`src/rtl/msi_fwd_pkg.sv`:
```
package msi_fwd_pkg;

  localparam int WORD_W    = 32;
  localparam int HART_LSB  = 18;
  localparam int HART_W    = 14;
  localparam int GUEST_LSB = 12;
  localparam int GUEST_W   = 6;
  localparam int ID_LSB    = 0;
  localparam int ID_W      = 11;

  // bits a destination word may keep: hart, guest and identity fields
  localparam logic [WORD_W-1:0] TGT_KEEP    = 32'hFFFF_F7FF;
  // guest field position, cleared in the stored generate-message word
  localparam logic [WORD_W-1:0] GUEST_FIELD = 32'h0003_F000;

  typedef enum logic [2:0] {
    OP_DOMAIN  = 3'd0,
    OP_TARGET  = 3'd1,
    OP_SETPEND = 3'd2,
    OP_CLRPEND = 3'd3,
    OP_SETEN   = 3'd4,
    OP_CLREN   = 3'd5,
    OP_GENMSI  = 3'd6,
    OP_NONE    = 3'd7
  } cmd_op_e;

  // control -> datapath strobes
  typedef struct packed {
    logic loadSrc;  // capture lowest ready source into the message registers
    logic loadGen;  // capture the generate-message word
    logic ackSrc;   // held source message accepted: drop its pending flag
  } fwd_strobe_t;

endpackage

```
`src/rtl/msi_fwd_datapath.sv`:
```
module msi_fwd_datapath
  import msi_fwd_pkg::*;
#(
  parameter int NUM_SRC = 24,
  parameter int IDX_W   = 5
) (
  input  logic               clk,
  input  logic               rstN,
  input  logic               cmdValid,
  input  logic [2:0]         cmdOp,
  input  logic [IDX_W-1:0]   cmdIdx,
  input  logic [WORD_W-1:0]  cmdData,
  input  logic               evtValid,
  input  logic [IDX_W-1:0]   evtIdx,
  input  fwd_strobe_t        strobe,
  input  logic [IDX_W-1:0]   tgtRdIdx,
  output logic               domainEn,
  output logic               genPending,
  output logic               readyAny,
  output logic [IDX_W-1:0]   readyIdx,
  output logic [IDX_W-1:0]   grantIdx,
  output logic [HART_W-1:0]  msiHart,
  output logic [GUEST_W-1:0] msiGuest,
  output logic [ID_W-1:0]    msiId,
  output logic [WORD_W-1:0]  tgtRdData,
  output logic [WORD_W-1:0]  genValue,
  output logic [(1<<IDX_W)-1:0] pendVec,
  output logic [(1<<IDX_W)-1:0] enVec
);

  localparam int IDX_SPAN = 1 << IDX_W;

  cmd_op_e opCode;
  logic    genWrite;
  logic    domainWrite;
  logic [WORD_W-1:0] tgtArr [IDX_SPAN];

  assign opCode      = cmd_op_e'(cmdOp);
  assign genWrite    = cmdValid && (opCode == OP_GENMSI);
  assign domainWrite = cmdValid && (opCode == OP_DOMAIN);

  // per-source state; slot 0 and slots above NUM_SRC are not implemented
  for (genvar s = 0; s < IDX_SPAN; s++) begin : g_slot
    if (s >= 1 && s <= NUM_SRC) begin : g_live
      logic hitCmd, hitEvt, hitAck;
      logic setPend, clrPend, setEn, clrEn, tgtWrite;
      logic pendQ, enQ;
      logic [WORD_W-1:0] tgtQ;

      always_comb begin
        hitCmd   = cmdValid && (cmdIdx == IDX_W'(s));
        hitEvt   = evtValid && (evtIdx == IDX_W'(s));
        hitAck   = strobe.ackSrc && (grantIdx == IDX_W'(s));
        setPend  = (hitCmd && (opCode == OP_SETPEND)) || hitEvt;
        clrPend  = (hitCmd && (opCode == OP_CLRPEND)) || hitAck;
        setEn    = hitCmd && (opCode == OP_SETEN);
        clrEn    = hitCmd && (opCode == OP_CLREN);
        tgtWrite = hitCmd && (opCode == OP_TARGET);
      end

      always_ff @(posedge clk) begin
        if (!rstN) begin
          pendQ <= 1'b0;
          enQ   <= 1'b0;
          tgtQ  <= '0;
        end else begin
          // a new set wins over a clear in the same cycle
          if (setPend)      pendQ <= 1'b1;
          else if (clrPend) pendQ <= 1'b0;
          if (setEn)        enQ   <= 1'b1;
          else if (clrEn)   enQ   <= 1'b0;
          if (tgtWrite)     tgtQ  <= cmdData & TGT_KEEP;
        end
      end

      assign pendVec[s] = pendQ;
      assign enVec[s]   = enQ;
      assign tgtArr[s]  = tgtQ;
    end else begin : g_void
      assign pendVec[s] = 1'b0;
      assign enVec[s]   = 1'b0;
      assign tgtArr[s]  = '0;
    end
  end

  // lowest-numbered ready source: scan downward, last hit wins
  always_comb begin
    readyAny = 1'b0;
    readyIdx = '0;
    for (int s = IDX_SPAN - 1; s >= 1; s--) begin
      if (pendVec[s] && enVec[s]) begin
        readyAny = 1'b1;
        readyIdx = IDX_W'(s);
      end
    end
  end

  assign tgtRdData = tgtArr[tgtRdIdx];

  // domain enable and generate-message word
  always_ff @(posedge clk) begin
    if (!rstN) begin
      domainEn   <= 1'b0;
      genValue   <= '0;
      genPending <= 1'b0;
    end else begin
      if (domainWrite) domainEn <= cmdData[0];
      if (genWrite) begin
        genValue   <= cmdData & ~GUEST_FIELD;
        genPending <= 1'b1;
      end else if (strobe.loadGen) begin
        genPending <= 1'b0;
      end
    end
  end

  // outgoing message registers, frozen while the message is held
  always_ff @(posedge clk) begin
    if (!rstN) begin
      grantIdx <= '0;
      msiHart  <= '0;
      msiGuest <= '0;
      msiId    <= '0;
    end else if (strobe.loadGen) begin
      msiHart  <= genValue[HART_LSB +: HART_W];
      msiGuest <= '0;
      msiId    <= genValue[ID_LSB +: ID_W];
    end else if (strobe.loadSrc) begin
      grantIdx <= readyIdx;
      msiHart  <= tgtArr[readyIdx][HART_LSB +: HART_W];
      msiGuest <= tgtArr[readyIdx][GUEST_LSB +: GUEST_W];
      msiId    <= tgtArr[readyIdx][ID_LSB +: ID_W];
    end
  end

endmodule

```
`src/rtl/msi_fwd_control.sv`:
```
module msi_fwd_control
  import msi_fwd_pkg::*;
(
  input  logic        clk,
  input  logic        rstN,
  input  logic        genPending,
  input  logic        readyAny,
  input  logic        domainEn,
  input  logic        msiReady,
  output fwd_strobe_t strobe,
  output logic        msiValid,
  output logic        grantIsGen
);

  typedef enum logic {ST_IDLE, ST_HOLD} fwd_state_e;
  fwd_state_e state;

  always_comb begin
    strobe = '0;
    if (state == ST_IDLE) begin
      if (genPending)               strobe.loadGen = 1'b1;
      else if (domainEn && readyAny) strobe.loadSrc = 1'b1;
    end else if (msiReady && !grantIsGen) begin
      strobe.ackSrc = 1'b1;
    end
  end

  always_ff @(posedge clk) begin
    if (!rstN) begin
      state      <= ST_IDLE;
      grantIsGen <= 1'b0;
    end else begin
      case (state)
        ST_IDLE: if (strobe.loadGen || strobe.loadSrc) begin
          state      <= ST_HOLD;
          grantIsGen <= strobe.loadGen;
        end
        ST_HOLD: if (msiReady) state <= ST_IDLE;
        default: state <= ST_IDLE;
      endcase
    end
  end

  assign msiValid = (state == ST_HOLD);

endmodule

```
`src/rtl/msi_fwd_engine.sv`:
```
module msi_fwd_engine
  import msi_fwd_pkg::*;
#(
  parameter int NUM_SRC = 24,
  localparam int IDX_W  = $clog2(NUM_SRC + 1)
) (
  input  logic               clk,
  input  logic               rstN,
  input  logic               cmdValid,
  input  logic [2:0]         cmdOp,
  input  logic [IDX_W-1:0]   cmdIdx,
  input  logic [31:0]        cmdData,
  input  logic               evtValid,
  input  logic [IDX_W-1:0]   evtIdx,
  output logic               msiValid,
  input  logic               msiReady,
  output logic [13:0]        msiHart,
  output logic [5:0]         msiGuest,
  output logic [10:0]        msiId,
  input  logic [IDX_W-1:0]   tgtRdIdx,
  output logic [31:0]        tgtRdData,
  output logic [31:0]        genValue
);

  fwd_strobe_t      strobe;
  logic             domainEn, genPending, readyAny, grantIsGen;
  logic             loadSrcSig, ackSrcSig;
  logic [IDX_W-1:0] readyIdx, grantIdx;
  logic [(1<<IDX_W)-1:0] pendVec, enVec;

  assign loadSrcSig = strobe.loadSrc;
  assign ackSrcSig  = strobe.ackSrc;

  msi_fwd_control u_ctrl (
    .clk(clk), .rstN(rstN),
    .genPending(genPending), .readyAny(readyAny), .domainEn(domainEn),
    .msiReady(msiReady), .strobe(strobe), .msiValid(msiValid),
    .grantIsGen(grantIsGen)
  );

  msi_fwd_datapath #(.NUM_SRC(NUM_SRC), .IDX_W(IDX_W)) u_dp (
    .clk(clk), .rstN(rstN),
    .cmdValid(cmdValid), .cmdOp(cmdOp), .cmdIdx(cmdIdx), .cmdData(cmdData),
    .evtValid(evtValid), .evtIdx(evtIdx), .strobe(strobe), .tgtRdIdx(tgtRdIdx),
    .domainEn(domainEn), .genPending(genPending), .readyAny(readyAny),
    .readyIdx(readyIdx), .grantIdx(grantIdx),
    .msiHart(msiHart), .msiGuest(msiGuest), .msiId(msiId),
    .tgtRdData(tgtRdData), .genValue(genValue),
    .pendVec(pendVec), .enVec(enVec)
  );

endmodule

```
`config.mk`:
```
export PLATFORM = sky130hd
export DESIGN_NAME = msi_fwd_engine
export DESIGN_NICKNAME = d
export VERILOG_FILES = /design/src/rtl/msi_fwd_pkg.sv /design/src/rtl/msi_fwd_datapath.sv /design/src/rtl/msi_fwd_control.sv /design/src/rtl/msi_fwd_engine.sv
export SDC_FILE = /design/constraint.sdc
export NUM_CORES = 2
export LEC_CHECK = 0
export CORE_ASPECT_RATIO = 1.4
export CORE_MARGIN = 2
export CORE_UTILIZATION = 37
export DETAILED_ROUTE_END_ITERATION = 10
export GPL_TIMING_DRIVEN = 0
export PLACE_DENSITY = 0.52
export SLEW_MARGIN = 30
export SYNTH_ARGS = -nofsm -noshare
export SYNTH_HDL_FRONTEND = slang
export SYNTH_SLANG_ARGS = --single-unit
```
`constraint.sdc`:
```
create_clock -name clk -period 2.83 [get_ports clk]
set_input_delay 0.4245 -clock clk [delete_from_list [all_inputs] [get_ports clk]]
set_output_delay 0.4245 -clock clk [all_outputs]
set_load 0.05 [all_outputs]
```
## After elaboration in Yosys (flattened, before gate mapping)

Cells that the tools add are included.

| storage, ports and cells | value |
|---|---|
| flip-flop bits (word level) | 858 |
| bits in latches | 0 |
| memory bits (writable) | 0 |
| memory bits (read-only) | 0 |
| output and inout port bits | 96 |
| logic and storage cells | 655 |
| memories kept | 0 |

| operators by class | value |
|---|---|
| add/sub/neg operators | 0 |
| multiply operators | 0 |
| divide/modulo/power cells | 0 |
| magnitude comparators | 2 |
| equality and inequality tests | 78 |
| shifts and indexed selects | 0 |
| multiplexer cells | 165 |
| bitwise operators | 5 |
| reductions and logical operators | 324 |

Operators by type and width:

| kind | count |
|---|---|
| $bmux 32 s5 | 2 |
| $logic_and 1x1->1 | 220 |
| $eq 5x5->1 const B | 27 |
| $mux 1 | 129 |
| $mux 32 | 4 |
| $eq 5x4->1 const B | 24 |
| $mux 5 | 24 |
| $reduce_bool 2->1 | 50 |
| $eq 5x3->1 const B | 12 |
| $logic_or 1x1->1 | 49 |
| $eq 5x2->1 const B | 6 |
| $mux 14 | 2 |
| $mux 11 | 2 |
| $eq 5x1->1 const B | 3 |
| $ge 6x6->1 const B | 2 |
| $not 5->6 | 2 |
| $eq 3x3->1 const B | 3 |
| $eq 3x2->1 const B | 2 |
| $reduce_and 2->1 | 2 |
| $eq 3x1->1 const B | 1 |
| $logic_not 3->1 | 1 |
| $not 1->1 | 3 |
| $mux 2 | 1 |
| $pmux 1 s2 | 1 |
| 2 further kinds | 2 |

## Depth between registers and ports, before layout

| depth | value |
|---|---|
| depth after elaboration | 32 |
| depth in mapped cells | 13 |

## Modules after synthesis

A second synthesis with hierarchy kept.

| unflattened totals | value |
|---|---|
| cells, all modules | 5618 |
| area total of the unflattened synthesis | 44229.9 um^2 |

Modules (own cells, without submodules):

| module | times used | cells each | area an instance (um^2) | seq. area each (um^2) |
|---|---|---|---|---|
| msi_fwd_datapath | 1 | 5607 | 44133.6 | 17136.4 |
| msi_fwd_control | 1 | 11 | 96.3 | 40.0 |

## Worst setup path before layout

Ideal clock, no wire load.

| timing | value |
|---|---|
| kind | input port to output port |
| start | input port tgtRdIdx[0] |
| end | output port tgtRdData[0] |
| arrival time | 2891 ps |
| required time | 2406 ps |
| path slack | -485 ps |
| cell stages on the path | 8 |
| buffers on the path | 5 |
| cell sequence | clkbuf_1 -> buf_2 -> buf_2 -> buf_2 -> nor4b_1 -> clkbuf_1 -> a21oi_1 -> a21oi_1 |

| on the way | value |
|---|---|
| longest elaborated chain between the ends | 4 |

RTL lines:

| element | RTL line | RTL |
|---|---|---|
| start, declared | msi_fwd_engine.sv:20 | `input logic [IDX_W-1:0] tgtRdIdx,` |
| $not 5->6 (not written as such) | msi_fwd_datapath.sv:98 | `assign tgtRdData = tgtArr[tgtRdIdx];` |
| $bmux 32 s5 | msi_fwd_datapath.sv:98 |  |
| $mux 32 (not written as such) (2 in a row) | msi_fwd_datapath.sv:98 |  |
| end, declared | msi_fwd_engine.sv:21 | `output logic [31:0] tgtRdData,` |

Every way passes these cells. The select of a mux whose other input is x is not followed.

## Final worst setup path

| timing | value |
|---|---|
| start | register u_dp.g_slot[22].g_live.pendQ |
| end | register u_dp.msiId[8] |

| on the way | value |
|---|---|
| longest elaborated chain between the ends | 29 |

RTL lines:

| element | RTL line | RTL |
|---|---|---|
| start, declared | msi_fwd_datapath.sv:47 | `logic pendQ, enQ;` |
| start signal, assigned | msi_fwd_datapath.sv:63 | `pendQ <= 1'b0;` |
| start signal, assigned | msi_fwd_datapath.sv:68 | `if (setPend) pendQ <= 1'b1;` |
| start signal, assigned | msi_fwd_datapath.sv:69 | `else if (clrPend) pendQ <= 1'b0;` |
| $logic_and 1x1->1 (*) | msi_fwd_datapath.sv:91 | `if (pendVec[s] && enVec[s]) begin` |
| $mux 5 (22 in a row) | msi_fwd_datapath.sv:91 |  |
| $not 5->6 (not written as such) | msi_fwd_datapath.sv:132 | `msiId <= tgtArr[readyIdx][ID_LSB +: ID_W];` |
| $bmux 32 s5 | msi_fwd_datapath.sv:132 |  |
| $mux 32 (2 in a row) | -- |  |
| $mux 11 | msi_fwd_datapath.sv:128 | `end else if (strobe.loadSrc) begin` |
| $mux 11 | msi_fwd_datapath.sv:124 | `end else if (strobe.loadGen) begin` |
| end signal, assigned | msi_fwd_datapath.sv:127 | `msiId <= genValue[ID_LSB +: ID_W];` |
| end signal, assigned | msi_fwd_datapath.sv:132 |  |
| end, declared | msi_fwd_datapath.sv:24 | `output logic [ID_W-1:0] msiId,` |

Every way passes the cells marked *; elsewhere a longest branch is shown, timed or not. The select of a mux whose other input is x is not followed.
A chain may end at the register's enable or synchronous reset.

==> parameters.txt <==
Parameter                              Value

Timing
  Normalized max-slew margin ... 22.0%
  Min Hold Slack ... 0.0257 ns
  Post-layout min period ... 3.45 ns
  Part of the cycle the worst path needs ... 122%
  Final Max Tran Viols ... 0
  Count of final hold-check violations ... 0
  Final worst slack ... -0.616 ns
  Final Skew ... 0.0342 ns
  Final setup fails ... 115
  RSZ-0062 raised after global routing ... true
  Transition time of the tightest slew-check pin ... 1.17 ns
  F_max ... 0.290 GHz

Power
  Max VDD drop ... 0.464 mV
  Combinational fraction of design power ... 8.2%
  Seq pwr share ... 43.9%
  Net switching power ... 0.00746 W
  Static Leak ... 18.5 nW
  Part of the power in the clock network ... 47.9%
  Cell-internal power ... 0.0202 W
  Proportion of total power due to net switching ... 27.0%
  Power per unit of standard cell area ... 485 nW/um^2

Placed design
  Cell area after placement ... 47100 um^2
  Post-detailed-placement half-perimeter wirelength ... 208000 um
  GP Congestion ... 1.05
  Inst Count DP ... 7352
  Worst setup slack after placement ... -2.32 ns
  Count of port buffers added during placement ... 107

Run status
  Status ... finished with violations
  Violated checks ... setup timing

Floorplanning
  IO Pins ... 151
  Effective utilization at floorplan ... 37.4%
  Core Box Area ... 116000 um^2
  Die width ... 294 um
  Overall die area ... 120000 um^2
  Height of the die ... 410 um
  Site row count ... 148

Finish
  Design area ... 57000 um^2
  Layout cells sized above 1 ... 23.5%
  Synthesis-to-layout area growth ... 30.8%
  Non-filler instance count after layout ... 7713
  Top library cells by usage in the layout, fill and taps aside ... sky130_fd_sc_hd__nand2_1, sky130_fd_sc_hd__a21oi_1, sky130_fd_sc_hd__dfxtp_1
  Count of nets after finishing ... 6186
  Most frequent standard cell in the layout excluding fill and tap cells ... sky130_fd_sc_hd__nand2_1

Route
  Post-detailed-route count of antenna-violating nets ... 0
  Via count ... 50488
  Initial DRC count ... 7767
  Avg WL per Cell ... 37.3 um
  Routed wire length ... 288000 um
  Number of detailed-route iterations in the first pass ... 7
  Average vias per placed instance ... 6.55
  Remaining DRCs ... 0

Yosys
  Number of storage elements in the synthesis netlist ... 858
  Cell type contributing the most total cell area after synthesis ... sky130_fd_sc_hd__dfxtp_1
  Synth cell types ... 75
  Async S/R FF share, synth ... 0%
  Synth warnings ... 0
  Cells after synthesis ... 5735
  Post-Synthesis Cell Area ... 43500 um^2
  Number of flops mapped to enable cells by yosys ... 0
  Share of the yosys chip area belonging to registers ... 39.4%
  Yosys top cell area share ... 39.4%
  Mean instance size in the synthesized netlist ... 7.59 um^2
  Most used DFF post-synth ... sky130_fd_sc_hd__dfxtp_1
  Leading cell types by total area after synthesis ... sky130_fd_sc_hd__dfxtp_1, sky130_fd_sc_hd__nand2_1, sky130_fd_sc_hd__a21oi_1

Worst setup path
  Crit path max fanout ... 7
  Type of the worst setup path ... reg2reg
  Crit path max-delay cell type ... sky130_fd_sc_hd__nor4_4
  Critical Path End Type ... register
  R2r setup slk ... -0.62 ns
  Worst reg2reg path depth ... 15
  Arrival time at the worst endpoint ... 4.01 ns
  CP dominant cell by count ... sky130_fd_sc_hd__buf_6
  Critical path required time ... 3.40 ns
  CP max stage delay ... 0.50 ns
  Startpoint kind of the worst setup timing path ... register
  Source of the worst register-to-register timing path ... u_dp.g_slot[22].g_live.pendQ$_SDFFE_PN0P_
  Terminus of the critical flop-to-flop path ... u_dp.msiId[8]$_SDFFE_PN0P_
  Ordered cell list for the critical path ... and2_4 > o211ai_1 > a211oi_4 > buf_6 > o211ai_4 > buf_6 > nand3_4 > buf_6 > buf_12 > buf_16 > o221ai_4 > a21oi_2 > nor4_4 > o221a_1 > nor2_1

Clock network
  Clock Path Buffers ... 3
  Number of buffers created by CTS ... 92
  Clock root buffer ... sky130_fd_sc_hd__clkbuf_16
  Sinks on the clock net ... 858
  Clock edge transition at the registers on the reported setup and hold paths ... 0.07 ns
  H-tree depth reported by CTS ... 3
  Clock latency of the later-clocked register in the worst-skew pair ... 0.73 ns
  Cts-stage hold buffer count ... 0
  Clock tree from TritonCTS ... yes

Global route
  Pin count of the biggest net entering global routing ... 14
  Via count of the first global-routing pass ... 45909
  Global-route wire length before repair ... 382000 um
  Number of antenna violations at the first check in global routing ... 15
  Global-route total usage across every layer ... 46.1%
  Remaining Overflow, GRT ... 0

Hold path
  Startpoint of the tightest hold check path ... cmdData[19]
  Count of cells along the worst hold path ... 3
  Class of the tightest hold or removal check ... in2reg
  Hold path endpoint ... u_dp.g_slot[6].g_live.tgtQ[19]$_SDFFE_PN0P_

Run
  Number of maximum-capacitance constraint violations ... 0
==> Yosys cell counts, types with 36 or more instances <==
| cell | count |
|---|---|
| sky130_fd_sc_hd__nand2_1 | 1972 |
| sky130_fd_sc_hd__o21ai_0 | 91 |
| sky130_fd_sc_hd__clkbuf_1 | 439 |
| sky130_fd_sc_hd__a21oi_1 | 986 |
| sky130_fd_sc_hd__mux2i_1 | 86 |
| sky130_fd_sc_hd__nor2_1 | 216 |
| sky130_fd_sc_hd__buf_2 | 67 |
| sky130_fd_sc_hd__nand3_1 | 180 |
| sky130_fd_sc_hd__dfxtp_1 | 858 |
| sky130_fd_sc_hd__mux4_2 | 186 |
| sky130_fd_sc_hd__o221ai_1 | 50 |
| sky130_fd_sc_hd__a31oi_1 | 68 |
| sky130_fd_sc_hd__nor3_1 | 50 |
| sky130_fd_sc_hd__a22o_1 | 36 |
==> power by group through the flow <==
stage          Clock [W]  Sequential [W]  Combinational [W]
2_1_floorplan          0          0.0124           0.000934
3_3_place_gp           0          0.0124            0.00189
3_5_place_dp           0          0.0124            0.00189
4_1_cts           0.0131          0.0121            0.00206
5_1_grt           0.0136          0.0121            0.00223
6_report          0.0132          0.0121            0.00225
==> critical path, delay by kind of cell (launching register included) <==
kind / cells / cell delay (ns)
AOI/OAI and AO/OA: 6 / 1.26
DFF: 1 / 0.33
and+or+nand+nor: 4 / 0.86
buffers and inverters: 5 / 0.83
==> stage by stage <==
stage | total power [W] | utilization [%] | TNS (ns)
2_1_floorplan | 0.0134 | - | -0.234
3_3_place_gp | 0.0143 | 40.3 | -1153.56
3_5_place_dp | 0.0143 | 40.5 | -1021.51
4_1_cts | 0.0273 | 47.1 | -15.39
5_1_grt | 0.0279 | 48.9 | -18.98
6_report | 0.0276 | 48.9 | -23.16
==> per-layer routing <==
| metal | vias up | wire length, um | global-route usage [%] |
|---|---|---|---|
| met3 | 1418 | 35200 | 14.0 |
| met5 | - | 102 | 0 |
| met4 | 14 | 34800 | 44.0 |
| met2 | 4178 | 122000 | 68.5 |
| met1 | 24247 | 96400 | 52.4 |
| li1 | 20631 | - | - |
==> how the worst max path moves through the flow <==
stage | startpoint | end | slack (ns) | cells past startpoint
6_report | u_dp.g_slot[22].g_live.pendQ$_SDFFE_PN0P_ | u_dp.msiId[8]$_SDFFE_PN0P_ | -0.62 | 15
3_5_place_dp | tgtRdIdx[1] | tgtRdData[9] | -2.32 | 9
5_1_grt | u_dp.g_slot[22].g_live.pendQ$_SDFFE_PN0P_ | u_dp.msiId[8]$_SDFFE_PN0P_ | -0.61 | 15
2_1_floorplan | tgtRdIdx[0] | tgtRdData[25] | -0.01 | 7
3_3_place_gp | u_dp.g_slot[22].g_live.enQ$_SDFFE_PN0P_ | u_dp.msiId[1]$_SDFFE_PN0P_ | -3.10 | 11
4_1_cts | u_dp.g_slot[22].g_live.pendQ$_SDFFE_PN0P_ | u_dp.msiHart[6]$_SDFFE_PN0P_ | -0.49 | 13
==> what timing repair did <==
action	in CTS	in global routing
setup buffers	105	70
gates resized for setup	1116	388
endpoints found under the setup margin	752	673
gates cloned	13	9
pin swaps	104	113
==> layout make-up <==
cell class                      instances  area (um^2)
Antenna cell                           11         27.5
Buffer                                567         4020
Clock buffer                          131         2730
Clock inverter                         34          402
Fill cell                           11348        59500
Inverter                                1         3.75
Multi-Input combinational cell       4308        27100
Sequential cell                       858        17300
Tap cell                             1500         1880
Timing Repair Buffer                  303         3450
==> state kept, by name (all words and copies together), names as in the netlist <==
signal / flops
u_dp.msiId: 11
u_ctrl.msiValid: 1
u_dp.domainEn: 1
u_dp.genValue: 26
u_dp.g_slot.g_live.tgtQ: 744
u_dp.msiHart: 14
u_dp.grantIdx: 5
u_dp.g_slot.g_live.pendQ: 24
u_dp.genPending: 1
u_dp.g_slot.g_live.enQ: 24
u_ctrl.grantIsGen: 1
u_dp.msiGuest: 6
==> logic make-up (layout without fill, tap and decap cells) <==
group,after synthesis,in the layout,synth area share [%]
multiplexers,304,304,12.4
flip-flops,858,858,39.4
other,1,18,0.00861
buffers and inverters,575,1036,5.45
AND/OR/NAND/NOR,2566,2566,23.7
AO/OA/AOI/OAI,1431,1431,18.9
Power figures use the tool's default switching activity.
